--- config.mk ---
export PLATFORM = sky130hd
export DESIGN_NAME = pscl_timer
export DESIGN_NICKNAME = d
export VERILOG_FILES = /design/src/rtl/pscl_timer_pkg.sv /design/src/rtl/pscl_timer_regs.sv /design/src/rtl/pscl_timer_presc.sv /design/src/rtl/pscl_timer_core.sv /design/src/rtl/pscl_timer.sv
export SDC_FILE = /design/constraint.sdc
export NUM_CORES = 1
export LEC_CHECK = 0
export BUFFER_PORTS_ARGS = -buffer_cell sky130_fd_sc_hd__buf_2
export CAP_MARGIN = 20
export CORE_MARGIN = 3
export CORE_UTILIZATION = 65
export DETAILED_ROUTE_END_ITERATION = 16
export PLACE_DENSITY = 0.86
export SYNTH_ARGS = -nofsm -noshare
export SYNTH_HDL_FRONTEND = slang
export SYNTH_SLANG_ARGS = --single-unit
--- constraint.sdc ---
create_clock -name clk_i -period 7.5 [get_ports clk_i]
set_input_delay 1.125 -clock clk_i [delete_from_list [all_inputs] [get_ports clk_i]]
set_output_delay 1.125 -clock clk_i [all_outputs]
set_load 0.02 [all_outputs]
--- src/rtl/pscl_timer_pkg.sv ---
`timescale 1ns / 1ps
package pscl_timer_pkg;
  localparam int unsigned OFS_CTRL   = 0;
  localparam int unsigned OFS_IRQ_EN = 1;
  localparam int unsigned OFS_HIT    = 2;
  localparam int unsigned OFS_MAX    = 4;
  localparam int unsigned OFS_CNT    = 8;
  localparam int unsigned OFS_DIV    = 12;
  localparam int unsigned BIT_PER    = 0;
  localparam int unsigned BIT_ONE    = 1;
endpackage

--- src/rtl/pscl_timer_regs.sv ---
`timescale 1ns / 1ps
module pscl_timer_regs
  import pscl_timer_pkg::*;
#(
  parameter int unsigned CNT_W  = 32,
  parameter int unsigned DIV_W  = 8,
  parameter int unsigned ADDR_W = 4
) (
  input  logic              clk_i,
  input  logic              rst_ni,
  input  logic              wr_en_i,
  input  logic              rd_en_i,
  input  logic [ADDR_W-1:0] addr_i,
  input  logic [7:0]        wdata_i,
  input  logic              done_i,
  input  logic              hit_i,
  input  logic [CNT_W-1:0]  cnt_i,
  output logic              per_o,
  output logic              one_o,
  output logic              start_o,
  output logic              hit_clr_o,
  output logic              irq_en_o,
  output logic [CNT_W-1:0]  max_o,
  output logic [DIV_W-1:0]  div_o,
  output logic [7:0]        rdata_o
);
  localparam int unsigned NB = CNT_W / 8;

  logic            wr_ctrl, wr_irq, wr_hit, wr_div, rd_cnt_lo;
  logic [NB-1:0]   wr_max;
  logic [7:0]      max_q [NB];
  logic [CNT_W-1:0] shadow_q;

  assign wr_ctrl   = wr_en_i && (addr_i == ADDR_W'(OFS_CTRL));
  assign wr_irq    = wr_en_i && (addr_i == ADDR_W'(OFS_IRQ_EN));
  assign wr_hit    = wr_en_i && (addr_i == ADDR_W'(OFS_HIT));
  assign wr_div    = wr_en_i && (addr_i == ADDR_W'(OFS_DIV));
  assign rd_cnt_lo = rd_en_i && (addr_i == ADDR_W'(OFS_CNT));

  assign start_o   = wr_ctrl && (wdata_i[BIT_PER] || wdata_i[BIT_ONE]);
  assign hit_clr_o = (wr_hit && wdata_i[0]) || start_o || (|wr_max);

  for (genvar b = 0; b < NB; b++) begin : g_max
    assign wr_max[b] = wr_en_i && (addr_i == ADDR_W'(OFS_MAX + b));
    always_ff @(posedge clk_i or negedge rst_ni) begin
      if (!rst_ni)        max_q[b] <= 8'hFF;
      else if (wr_max[b]) max_q[b] <= wdata_i;
    end
    assign max_o[8*b +: 8] = max_q[b];
  end

  // single-shot wins when both bits are written; hardware clears it at the end
  always_ff @(posedge clk_i or negedge rst_ni) begin
    if (!rst_ni) begin
      per_o <= 1'b0;
      one_o <= 1'b0;
    end else if (wr_ctrl) begin
      per_o <= wdata_i[BIT_PER] && !wdata_i[BIT_ONE];
      one_o <= wdata_i[BIT_ONE];
    end else if (done_i) begin
      one_o <= 1'b0;
    end
  end

  always_ff @(posedge clk_i or negedge rst_ni) begin
    if (!rst_ni) begin
      irq_en_o <= 1'b0;
      div_o    <= '0;
      shadow_q <= '0;
    end else begin
      if (wr_irq)    irq_en_o <= wdata_i[0];
      if (wr_div)    div_o    <= wdata_i[DIV_W-1:0];
      if (rd_cnt_lo) shadow_q <= cnt_i;
    end
  end

  always_comb begin
    rdata_o = '0;
    if (addr_i == ADDR_W'(OFS_CTRL))   rdata_o = {6'b0, one_o, per_o};
    if (addr_i == ADDR_W'(OFS_IRQ_EN)) rdata_o = {7'b0, irq_en_o};
    if (addr_i == ADDR_W'(OFS_HIT))    rdata_o = {7'b0, hit_i};
    if (addr_i == ADDR_W'(OFS_DIV))    rdata_o = 8'(div_o);
    for (int b = 0; b < NB; b++) begin
      if (addr_i == ADDR_W'(OFS_MAX + b)) rdata_o = max_q[b];
      if (addr_i == ADDR_W'(OFS_CNT + b))
        rdata_o = (b == 0) ? cnt_i[7:0] : shadow_q[8*b +: 8];
    end
  end
endmodule

--- src/rtl/pscl_timer_presc.sv ---
`timescale 1ns / 1ps
module pscl_timer_presc #(
  parameter int unsigned DIV_W = 8
) (
  input  logic             clk_i,
  input  logic             rst_ni,
  input  logic             run_i,
  input  logic             restart_i,
  input  logic [DIV_W-1:0] div_i,
  output logic             tick_o
);
  logic [DIV_W-1:0] div_cnt_q;

  assign tick_o = run_i && (div_cnt_q == div_i);

  always_ff @(posedge clk_i or negedge rst_ni) begin
    if (!rst_ni)                            div_cnt_q <= '0;
    else if (restart_i || !run_i || tick_o) div_cnt_q <= '0;
    else                                    div_cnt_q <= div_cnt_q + 1'b1;
  end
endmodule

--- src/rtl/pscl_timer_core.sv ---
`timescale 1ns / 1ps
module pscl_timer_core #(
  parameter int unsigned CNT_W = 32
) (
  input  logic             clk_i,
  input  logic             rst_ni,
  input  logic             per_i,
  input  logic             one_i,
  input  logic             start_i,
  input  logic             tick_i,
  input  logic [CNT_W-1:0] max_i,
  input  logic             hit_clr_i,
  output logic [CNT_W-1:0] cnt_o,
  output logic             hit_o,
  output logic             done_o
);
  logic run, at_max, end_step;

  assign run      = per_i || one_i;
  assign at_max   = (cnt_o == max_i);
  assign end_step = run && tick_i && at_max;
  assign done_o   = one_i && tick_i && at_max;

  always_ff @(posedge clk_i or negedge rst_ni) begin
    if (!rst_ni)               cnt_o <= '0;
    else if (start_i)          cnt_o <= '0;
    else if (run && tick_i) begin
      if (at_max)              cnt_o <= per_i ? '0 : cnt_o;
      else                     cnt_o <= cnt_o + 1'b1;
    end
  end

  // set wins over clear
  always_ff @(posedge clk_i or negedge rst_ni) begin
    if (!rst_ni) hit_o <= 1'b0;
    else         hit_o <= end_step || (hit_o && !hit_clr_i);
  end
endmodule

--- src/rtl/pscl_timer.sv ---
`timescale 1ns / 1ps
module pscl_timer #(
  parameter int unsigned CNT_W  = 32,
  parameter int unsigned DIV_W  = 8,
  parameter int unsigned ADDR_W = 4
) (
  input  logic              clk_i,
  input  logic              rst_ni,
  input  logic              wr_en_i,
  input  logic              rd_en_i,
  input  logic [ADDR_W-1:0] addr_i,
  input  logic [7:0]        wdata_i,
  output logic [7:0]        rdata_o,
  output logic              irq_o
);
  logic             per, one, start, hit_clr, irq_en, done, hit, tick;
  logic [CNT_W-1:0] max_val, cnt;
  logic [DIV_W-1:0] div_val;

  pscl_timer_regs #(.CNT_W(CNT_W), .DIV_W(DIV_W), .ADDR_W(ADDR_W)) u_regs (
    .clk_i, .rst_ni, .wr_en_i, .rd_en_i, .addr_i, .wdata_i,
    .done_i(done), .hit_i(hit), .cnt_i(cnt),
    .per_o(per), .one_o(one), .start_o(start), .hit_clr_o(hit_clr),
    .irq_en_o(irq_en), .max_o(max_val), .div_o(div_val), .rdata_o
  );

  pscl_timer_presc #(.DIV_W(DIV_W)) u_presc (
    .clk_i, .rst_ni, .run_i(per || one), .restart_i(start),
    .div_i(div_val), .tick_o(tick)
  );

  pscl_timer_core #(.CNT_W(CNT_W)) u_core (
    .clk_i, .rst_ni, .per_i(per), .one_i(one), .start_i(start),
    .tick_i(tick), .max_i(max_val), .hit_clr_i(hit_clr),
    .cnt_o(cnt), .hit_o(hit), .done_o(done)
  );

  assign irq_o = hit && irq_en;
endmodule

==> results of run 1 <==
-- state kept, by name (all words and copies together) (netlist names) --
register,count
u_regs.div_o,8
u_regs.shadow_q,24
u_regs.one_o,1
u_regs.irq_en_o,1
u_regs.per_o,1
u_core.cnt_o,32
u_core.hit_o,1
u_regs.max_o,32
u_presc.div_cnt_q,8
-- cells in the mapped netlist, types with 2 or more instances --
master    count
o22ai_1       7
a21o_1        5
mux2_2       58
a21oi_1      17
o21ai_0      42
dfstp_2      32
mux2i_1       7
nand2b_1      4
nor2_1       49
nor4_1       10
o22a_1        5
ha_1          2
buf_2        10
o211ai_1      2
nand2_1      48
clkbuf_1     25
and2_1        3
xor2_1       40
and3_1       13
or4_1         3
nor3_1        7
nand3_1      31
nand4_1       9
a41o_1        2
o32ai_1       2
nor2b_1       5
o31ai_1       5
a31oi_1       7
or3_1         7
a22oi_1      17
dfrtp_1      76
xnor2_1      10
a31o_2        2
inv_1        12
and4_1        3
-- power by group through the flow --
| stage | Sequential, W | Combinational (W) | Clock [W] |
|---|---|---|---|
| after CTS | 0.000796 | 0.000271 | 0.000371 |
| final | 0.000802 | 0.000272 | 0.000368 |
| after global routing | 0.000813 | 0.000299 | 0.000394 |
| after detailed placement | 0.000807 | 0.000270 | 0 |
| after floorplan | 0.000763 | 0.000203 | 0 |
| after global placement | 0.000799 | 0.000258 | 0 |
-- worst min path at each step --
stage,endpoint,slack (ns)
floorplan,u_regs.shadow_q[13],0.45
global placement,u_regs.shadow_q[25],0.48
detailed placement,u_regs.shadow_q[23],0.49
CTS,u_regs.max_o[1],0.52
global route,u_regs.max_o[25],0.54
finish,u_regs.shadow_q[21],0.52
-- metrics by stage --
stage / hold slack (ns) / util / setup slack, ns / total power (W) / cell area (um2)
finish: 0.518 / 0.714 / 3.03 / 0.00144 / 6310
global placement: 0.476 / 0.690 / 3.24 / 0.00106 / 6110
global route: 0.536 / 0.714 / 2.95 / 0.00151 / 6310
CTS: 0.518 / 0.714 / 3.14 / 0.00144 / 6310
detailed placement: 0.489 / 0.690 / 3.14 / 0.00108 / 6110
floorplan: 0.449 / - / 3.76 / 0.000966 / 5980
-- cells in the final DEF, fill, tap and decap left out, types with 9 or more instances in the layout --
cell type	instances
nand3_1	31
inv_1	12
xor2_1	40
a22oi_1	17
and3_1	13
dfrtp_1	76
buf_2	23
o21ai_0	42
nand4_1	9
nor4_1	10
a21oi_1	17
mux2_2	58
clkbuf_8	10
dfstp_2	32
nand2_1	48
xnor2_1	10
nor2_1	49
-- layout make-up --
class | count | area share
multi-input cells | 446 | 0.482
well taps | 108 | 0.0214
inverters | 12 | 0.00713
flip-flops and latches | 108 | 0.434
clock buffers | 10 | 0.0218
repair buffers | 27 | 0.0230
clock inverters | 6 | 0.0107
-- kinds of logic after synthesis --
group                    synth area share
AO/OA/AOI/OAI                       0.140
XOR/XNOR                           0.0733
adder cells (fa/ha/maj)           0.00419
buffers and inverters              0.0324
flip-flops                          0.459
multiplexers                        0.123
AND/OR/NAND/NOR                     0.169
-- routing by layer --
layer | GRT usage | routed length, um
met4 | 0.158 | 626
met5 | 0 | 0
met2 | 0.490 | 7360
met3 | 0.0505 | 1320
met1 | 0.440 | 6390
-- worst max-delay path: stages --
cell      delay, ns
buf_2          0.31
nor2b_1        0.78
nand2_1        0.42
inv_1          0.13
a222oi_1       0.10
o311ai_0       0.20
buf_2          0.26
==> out/qor.yml, run 1 <==
run_status:
  status: "finished, final reports clean"
power_and_ir_drop:
  clock_power_share: 0.255
  pwr-share-comb: 0.189
  ir_drop_v: 0.000172
  power_density_nw_per_um2: 228
  intPower_w: 0.000960
  p_seq_frac: 0.556
  p_leak_nw: 2.68
  switching_share: 0.334
  switching_power_w: 0.000482
timing:
  fin_setup_tns_ns: 0
  fin_worst_skew_ns: 0.0244
  slew_violations: 0
  tightest_slew_ns: 1.03
  slew_headroom: 0.312
  setup_viol: 0
  hold_viol: 0
  rsz0062_at_grt: "false"
  max_freq_mhz: 224
  period_share: 0.595
  period_needed_ns: 4.47
worst_setup_path:
  worstPathArrival_ns: 3.34
  endpoint: "rdata_o[0]"
  crit_path_end_kind: "primary output"
  cp_max_fo: 19
  start_kind: "input pin"
  rrSetupSlack_ns: 4.65
  rr_worst_depth: 6
  required_ns: 6.38
  cp-startpoint: "addr_i[3]"
  r2r-start: "u_core.cnt_o[14]"
  r2r_end: "u_core.cnt_o[24]"
  path_class: "input pin to primary output"
floorplan:
  core_area_um2: 8850
  dieArea_um2: 10400
  pin_count: 25
  die_w_um: 102
  fp.dieH_um: 102
  fp-row-count: 34
  initial_core_util: 0.676
synthesis:
  synth_area_leaders: "dfrtp_1, dfstp_2, mux2_2, xor2_1, o21ai_0"
  syn_area_um2: 5980
  syn_nets: 620
  synth_area_leader_cell: "dfrtp_1"
  synth_top_area_frac: 0.318
  ys_seq_elements: 108
  ys_seq_area_frac: 0.459
  synth_cells: 602
  ys_async_sr_fraction: 1.00
  post_synth.cell_area_avg_um2: 9.93
  ys_types: 60
  synth-edff-count: 0
  ys.flop_type: "dfrtp_1"
  yosys_warnings: 0
cts:
  cts_buffers: 9
  cts.sinks: 108
  cts_root_buffer: "clkbuf_8"
  cts-htree-levels: 3
  clk_latency_ns: 0.39
  post_cts_buffers: 0
  ctsResizeCount: 0
  path_clk_slew_ns: 0.13
  cts_tree: "done"
  cts-hold-fix-buffers: 0
  cts.path.max_buffers: 2
grt:
  grt_overflow: 0
  antenna_found_initial: 0
  track_usage: 0.318
  grt_max_degree: 84
  grt_pass1_vias: 4858
  grt_pass1_wl_mm: 25.3
routing:
  antenna_left: 0
  drt_wl_total_mm: 15.7
  via_per_inst: 6.84
  route.detailed.drc: 0
  route.vias.total: 4906
  first_pass_iters: 7
  drt_iter0_drc: 543
  wl_per_cell_um: 21.9
layout:
  multi_input_area_um2: 3040
  antenna_cells: 0
  nets: 622
  drive_above_1_share: 0.236
  fin_cells: 717
  fillers: 635
  seq_area_um2: 2740
  syn_to_final_growth_pct: 5.63
hold_path:
  hp-class: "register to register"
  worstHoldStart: "u_regs.shadow_q[21]"
  hold_depth: 2
flow_run:
  cap_violations: 0
place:
  place_hpwl_mm: 11.5
  io_buffer_count: 24
  gp_congestion: 0.986
  dp.cells: 701
No activity file was read; power rests on OpenSTA's default activity.
==> run 2: changes to the inputs <==
Settings changed: CORE_UTILIZATION 65 to 62, PLACE_DENSITY 0.86 to 0.83.
Clock period 7.5 ns to 4.35 ns, I/O delays scaled along.
==> run 2 against run 1 <==
Design area increased by 0.18%. Non-clock buffer count increased by 2. Sequential cell count unchanged. Register-to-register slack worse by 3.3 ns. Via count is 2.1% lower. Worst hold slack worse by 0.14 ns. Cell count increased by 3.2%. Die area rose by 4.6%. Count of clock-buffer cells in the layout unchanged.
==> out/qor.yml, run 2 (same netlist as run 1, synthesis figures left out) <==
layout:
  fillers: 758  # +19%
  final_common_cell: "dfrtp_1"
  antenna_cells: 0  # unchanged
  nets: 624  # +0.32%
  layout_common_cells: "dfrtp_1, mux2_2, nor2_1"
  seq_area_um2: 2740  # unchanged
  syn_to_final_growth_pct: 5.82
  drive_above_1_share: 0.237  # +0.000863
  multi_input_area_um2: 3040  # unchanged
floorplan:
  die_w_um: 104  # +2.3%
  fp.dieH_um: 104  # +2.3%
  pin_count: 25  # unchanged
  initial_core_util: 0.644  # -0.0317
  fp-row-count: 35  # +2.9%
  core_area_um2: 9280  # +4.9%
  dieArea_um2: 10900  # +4.6%
timing:
  tightest_slew_ns: 0.999  # -0.0307 ns
  max_freq_mhz: 317
  period_needed_ns: 3.16
  slew_violations: 0  # unchanged
  slew_headroom: 0.330  # +0.0179
  rsz0062_at_grt: "false"
  hold_viol: 0  # unchanged
  setup_viol: 0  # unchanged
  hold_ws_ns: 0.373  # -0.144 ns
  fin_worst_skew_ns: 0.0109  # -0.0134 ns
  fin_setup_tns_ns: 0  # unchanged
  period_share: 0.726
cts:
  cts_buffers: 9  # unchanged
  cts_root_buffer: "clkbuf_8"
  path_clk_slew_ns: 0.10  # -0.03 ns
  cts.sinks: 108  # unchanged
  ctsResizeCount: 0  # unchanged
  clk_latency_ns: 0.39  # about the same
  cts-hold-fix-buffers: 0  # unchanged
  post_cts_buffers: 0  # unchanged
  cts-htree-levels: 3  # unchanged
  cts_tree: "done"
  cts.path.max_buffers: 2  # unchanged
routing:
  drt_iter0_drc: 535  # -1.5%
  dr_wl_met2_mm: 7.37  # +0.16%
  wl_met1_mm: 6.89  # +7.8%
  route.vias.total: 4804  # -2.1%
  first_pass_iters: 5  # -2
  dr_wl_met3_mm: 1.20  # -8.7%
  drt_wl_total_mm: 15.8  # +0.75%
  route.detailed.drc: 0  # unchanged
  via_per_inst: 6.49  # -5.1%
  wl_per_cell_um: 21.4  # -2.4%
  antenna_left: 0  # unchanged
  top_layer: "met4"
grt:
  track_usage: 0.305  # -0.0132
  antenna_found_initial: 0  # unchanged
  grt_pass1_wl_mm: 25.7  # +1.5%
  grt_overflow: 0  # unchanged
  grt_max_degree: 72  # -14%
  grt_pass1_vias: 4630  # -4.7%
worst_setup_path:
  worstPathCellList: "buf_2, nand2b_1, nor2_1, a222oi_1, o311ai_0, buf_2"
  cp_max_fo: 19  # unchanged
  path_class: "input pin to primary output"
  worstPathArrival_ns: 2.51  # -0.83 ns
  start_kind: "input pin"
  required_ns: 3.70  # -2.68 ns
  cpPeakStageDelay_ns: 0.58  # -0.20 ns
  crit_path_end_kind: "primary output"
  path_common_cell: "buf_2"
  worst_path_max_delay_cell: "nor2_1"
power_and_ir_drop:
  ir_drop_v: 0.000375  # +120%
  switching_power_w: 0.000797  # +65%
  p_leak_nw: 2.68  # about the same
  intPower_w: 0.00163  # +70%
  switching_share: 0.328  # -0.00604
  power_density_nw_per_um2: 383  # +68%
  power_w: 0.00243  # +68%
  p_seq_frac: 0.569  # +0.013
  pwr-share-comb: 0.195  # +0.006
  clock_power_share: 0.236  # -0.019
place:
  io_buffer_count: 24  # unchanged
  gp_congestion: 0.950  # -3.6%
  place_hpwl_mm: 11.8  # +2.8%
flow_run:
  cap_violations: 0  # unchanged
run_status:
  status: "finished, final reports clean"
hold_path:
  hp-class: "input pin to asynchronous set/reset pin"
[run 2: metrics by stage]
stage | instances | util | area, um2 | setup WS (ns)
floorplan | 602 | - | 5980 | 1.56
global placement | 724 | 0.663 | 6150 | 1.30
detailed placement | 724 | 0.663 | 6150 | 1.26
CTS | 740 | 0.681 | 6330 | 1.25
global route | 740 | 0.681 | 6330 | 1.10
finish | 740 | 0.681 | 6330 | 1.19
[run 2: worst max-delay path: cells and delay by family]
family,cells,cell delay [ns]
buffers and inverters,2,0.48
AO/OA/AOI/OAI,2,0.45
AND/OR/NAND/NOR,2,0.91
[run 2: path summary, 6_finish.rpt]
kind	start	endpoint	slack [ns]	cells past startpoint
max	addr_i[3]	rdata_o[0]	1.19	6
max reg2reg	u_core.cnt_o[20]	u_core.cnt_o[29]	1.36	6
min	rst_ni	u_core.cnt_o[3]	0.37	1
min reg2reg	u_regs.max_o[1]	u_regs.max_o[1]	0.51	2
min in group clk_i	u_regs.max_o[1]	u_regs.max_o[1]	0.51	2
max in group asynchronous	rst_ni	u_regs.max_o[24]	2.95	2
[run 2: layout make-up]
| type | count | area share |
|---|---|---|
| Sequential cell | 108 | 0.434 |
| Clock buffer | 10 | 0.0202 |
| Multi-Input combinational cell | 446 | 0.481 |
| Clock inverter | 6 | 0.00752 |
| Tap cell | 129 | 0.0255 |
| Timing Repair Buffer | 29 | 0.0253 |
| Inverter | 12 | 0.00712 |
[run 2: layer usage]
metal / vias up / global-route usage
met5: - / 0
met1: 2363 / 0.440
met4: 0 / 0.0912
met2: 218 / 0.473
li1: 2188 / -
met3: 35 / 0.0552
[run 2: power by group through the flow]
stage	Sequential, W	Combinational, W	Clock (W)
after floorplan	0.00132	0.000350	0
after global placement	0.00138	0.000457	0
after detailed placement	0.00139	0.000470	0
after CTS	0.00137	0.000473	0.000582
after global routing	0.00140	0.000524	0.000619
final	0.00138	0.000473	0.000573
==> run 3: changes to the inputs <==
Settings changed: CORE_UTILIZATION 62 to 56, PLACE_DENSITY 0.83 to 0.79.
Clock period 4.35 ns to 2.6 ns, I/O delays scaled along.
==> run 3 against run 2 <==
Non-clock buffer count rose by 49. Worst hold slack got worse by 0.077 ns. Sequential share of layout area fell by 3.0 points. Sequential power rose by 65%. Clock power rose by 87%. Total power rose by 77%. Design area rose by 7.4%. Sequential cell count did not move. Cell count rose by 7.6%. Count of clock-buffer cells in the layout rose by 1. Register-to-register slack got worse by 1.3 ns. Largest cell class unchanged.
==> out/qor.yml, run 3 (same netlist as run 1, synthesis figures left out) <==
worst_setup_path:
  critPathTopFamily: "simple AND/OR/NAND/NOR gates"
  cp_max_fo: 12  # -7
  worstPathArrival_ns: 2.85  # +0.34 ns
  worstPathCellList: "xor2_1, nor4_1, nand4_1, or2_2, nand3_1, or3_1, o221ai_1"
  worst_path_max_delay_cell: "dfrtp_1"
  required_ns: 2.87  # -0.83 ns
  path_class: "register to register"
  start_kind: "register"
  critPathBufInv: 0  # -2
  crit_path_end_kind: "register"
  cpPeakStageDelay_ns: 0.50  # -0.08 ns
layout:
  antenna_cells: 0  # unchanged
  nets: 673  # +7.9%
  syn_to_final_growth_pct: 13.6
  final_common_cell: "dfrtp_1"
  drive_above_1_share: 0.300  # +0.0627
  layout_common_cells: "dfrtp_1, mux2_2, buf_4"
  fin_area_um2: 6790  # +7.4%
grt:
  grt_overflow: 0  # unchanged
  grt_pass1_vias: 4958  # +7.1%
  antenna_found_initial: 0  # unchanged
  grt_pass1_wl_mm: 28.0  # +9.0%
  track_usage: 0.316  # +0.0112
  grt_max_degree: 54  # -25%
cts:
  cts.path.max_buffers: 2  # unchanged
  cts.sinks: 108  # unchanged
  path_clk_slew_ns: 0.11  # about the same
  clk_latency_ns: 0.41  # +0.02 ns
  cts-htree-levels: 3  # unchanged
  cts_root_buffer: "clkbuf_8"
  cts_buffers: 9  # unchanged
  cts_tree: "done"
floorplan:
  die_w_um: 109  # +4.9%
  fp.dieH_um: 109  # +4.9%
  dieArea_um2: 12000  # +10%
  initial_core_util: 0.576  # -0.0674
  core_area_um2: 10400  # +12%
  fp-row-count: 37  # +5.7%
  pin_count: 25  # unchanged
timing:
  rsz0062_at_grt: "true"
  fin_setup_tns_ns: 0  # unchanged
  max_freq_mhz: 388
  fin_worst_skew_ns: 0.0228  # +0.0118 ns
  period_needed_ns: 2.58
  hold_viol: 0  # unchanged
  slew_headroom: 0.517  # +0.187
  period_share: 0.991
  setup_viol: 0  # unchanged
  slew_violations: 0  # unchanged
  tightest_slew_ns: 0.721  # -0.278 ns
hold_path:
  hp-class: "input pin to register"
place:
  gp_congestion: 1.02  # +6.8%
  place_hpwl_mm: 13.4  # +13%
  io_buffer_count: 24  # unchanged
  place_area_um2: 6520  # +5.9%
routing:
  wl_per_cell_um: 22.3  # +4.2%
  route.vias.total: 5085  # +5.8%
  first_pass_iters: 5  # unchanged
  drt_iter0_drc: 633  # +18%
  drt_wl_total_mm: 17.7  # +12%
  route.detailed.drc: 0  # unchanged
  antenna_left: 0  # unchanged
  via_per_inst: 6.39  # -1.6%
power_and_ir_drop:
  p_leak_nw: 2.95  # +9.9%
  power_density_nw_per_um2: 633  # +65%
  ir_drop_v: 0.000569  # +52%
flow_run:
  cap_violations: 0  # unchanged
run_status:
  status: "finished, final reports clean"
-- run 3: changes by cell type in the layout (fill, tap and decap cells not counted), moves of 2 or more --
cell	delta
buf_12	+3
buf_4	+46
clkinv_4	-2
inv_4	-2
inv_6	+2
o21ai_0	-3
o21ai_1	+3
-- run 3: worst paths after layout --
path | slack, ns | cells after the start | startpoint | endpoint
min in group asynchronous | 0.42 | 2 | rst_ni | u_core.cnt_o[12]
setup reg to reg | 0.02 | 7 | u_core.cnt_o[6] | u_core.cnt_o[13]
hold reg to reg | 0.52 | 2 | u_regs.shadow_q[23] | u_regs.shadow_q[23]
hold / removal | 0.30 | 2 | wdata_i[7] | u_regs.max_o[7]
max in group asynchronous | 1.39 | 3 | rst_ni | u_regs.max_o[2]
setup / recovery | 0.02 | 7 | u_core.cnt_o[6] | u_core.cnt_o[13]
-- run 3: area by class of cell --
type,count,area [um2]
Fill cell,886,3580
Tap cell,136,170
Clock buffer,11,153
Clock inverter,5,51.3
Sequential cell,108,2740
Timing Repair Buffer,78,571
Inverter,12,45.0
Multi-Input combinational cell,446,3060
-- run 3: what timing repair did --
item,4_1_cts,5_1_grt
endpoints found under the hold margin,20,0
gates resized for setup,0,9
buffers inserted,0,4
hold buffers,1,0
setup endpoints to repair,2,19
pin swaps,1,3
-- run 3: routing by layer --
layer  wire [um]  up-vias  part of all wire  global-route usage
li1            -     2275                 -                   -
met3        1800       49              0.10              0.0711
met1        7370     2480              0.42               0.451
met5           0        -                 0                   0
met4         607        0             0.034               0.125
met2        7950      281              0.45               0.468
-- run 3: power breakdown --
| group | internal [W] | switching, W | total (W) |
|---|---|---|---|
| logic | 0.000452 | 0.000503 | 0.000955 |
| clock network | 0.000428 | 0.000637 | 0.00107 |
| registers | 0.00200 | 0.000278 | 0.00228 |
| total | 0.00288 | 0.00142 | 0.00430 |
-- run 3: stage by stage --
step | instances | setup WS [ns] | util | hold slack (ns) | total power [W]
floorplan | 602 | 0.103 | - | 0.0944 | 0.00279
global placement | 775 | 0.0272 | 0.628 | 0.311 | 0.00315
detailed placement | 775 | 0.00845 | 0.628 | 0.314 | 0.00320
CTS | 792 | 0.00476 | 0.649 | 0.288 | 0.00426
global route | 796 | -0.0217 | 0.655 | 0.289 | 0.00452
finish | 796 | 0.0223 | 0.655 | 0.297 | 0.00430
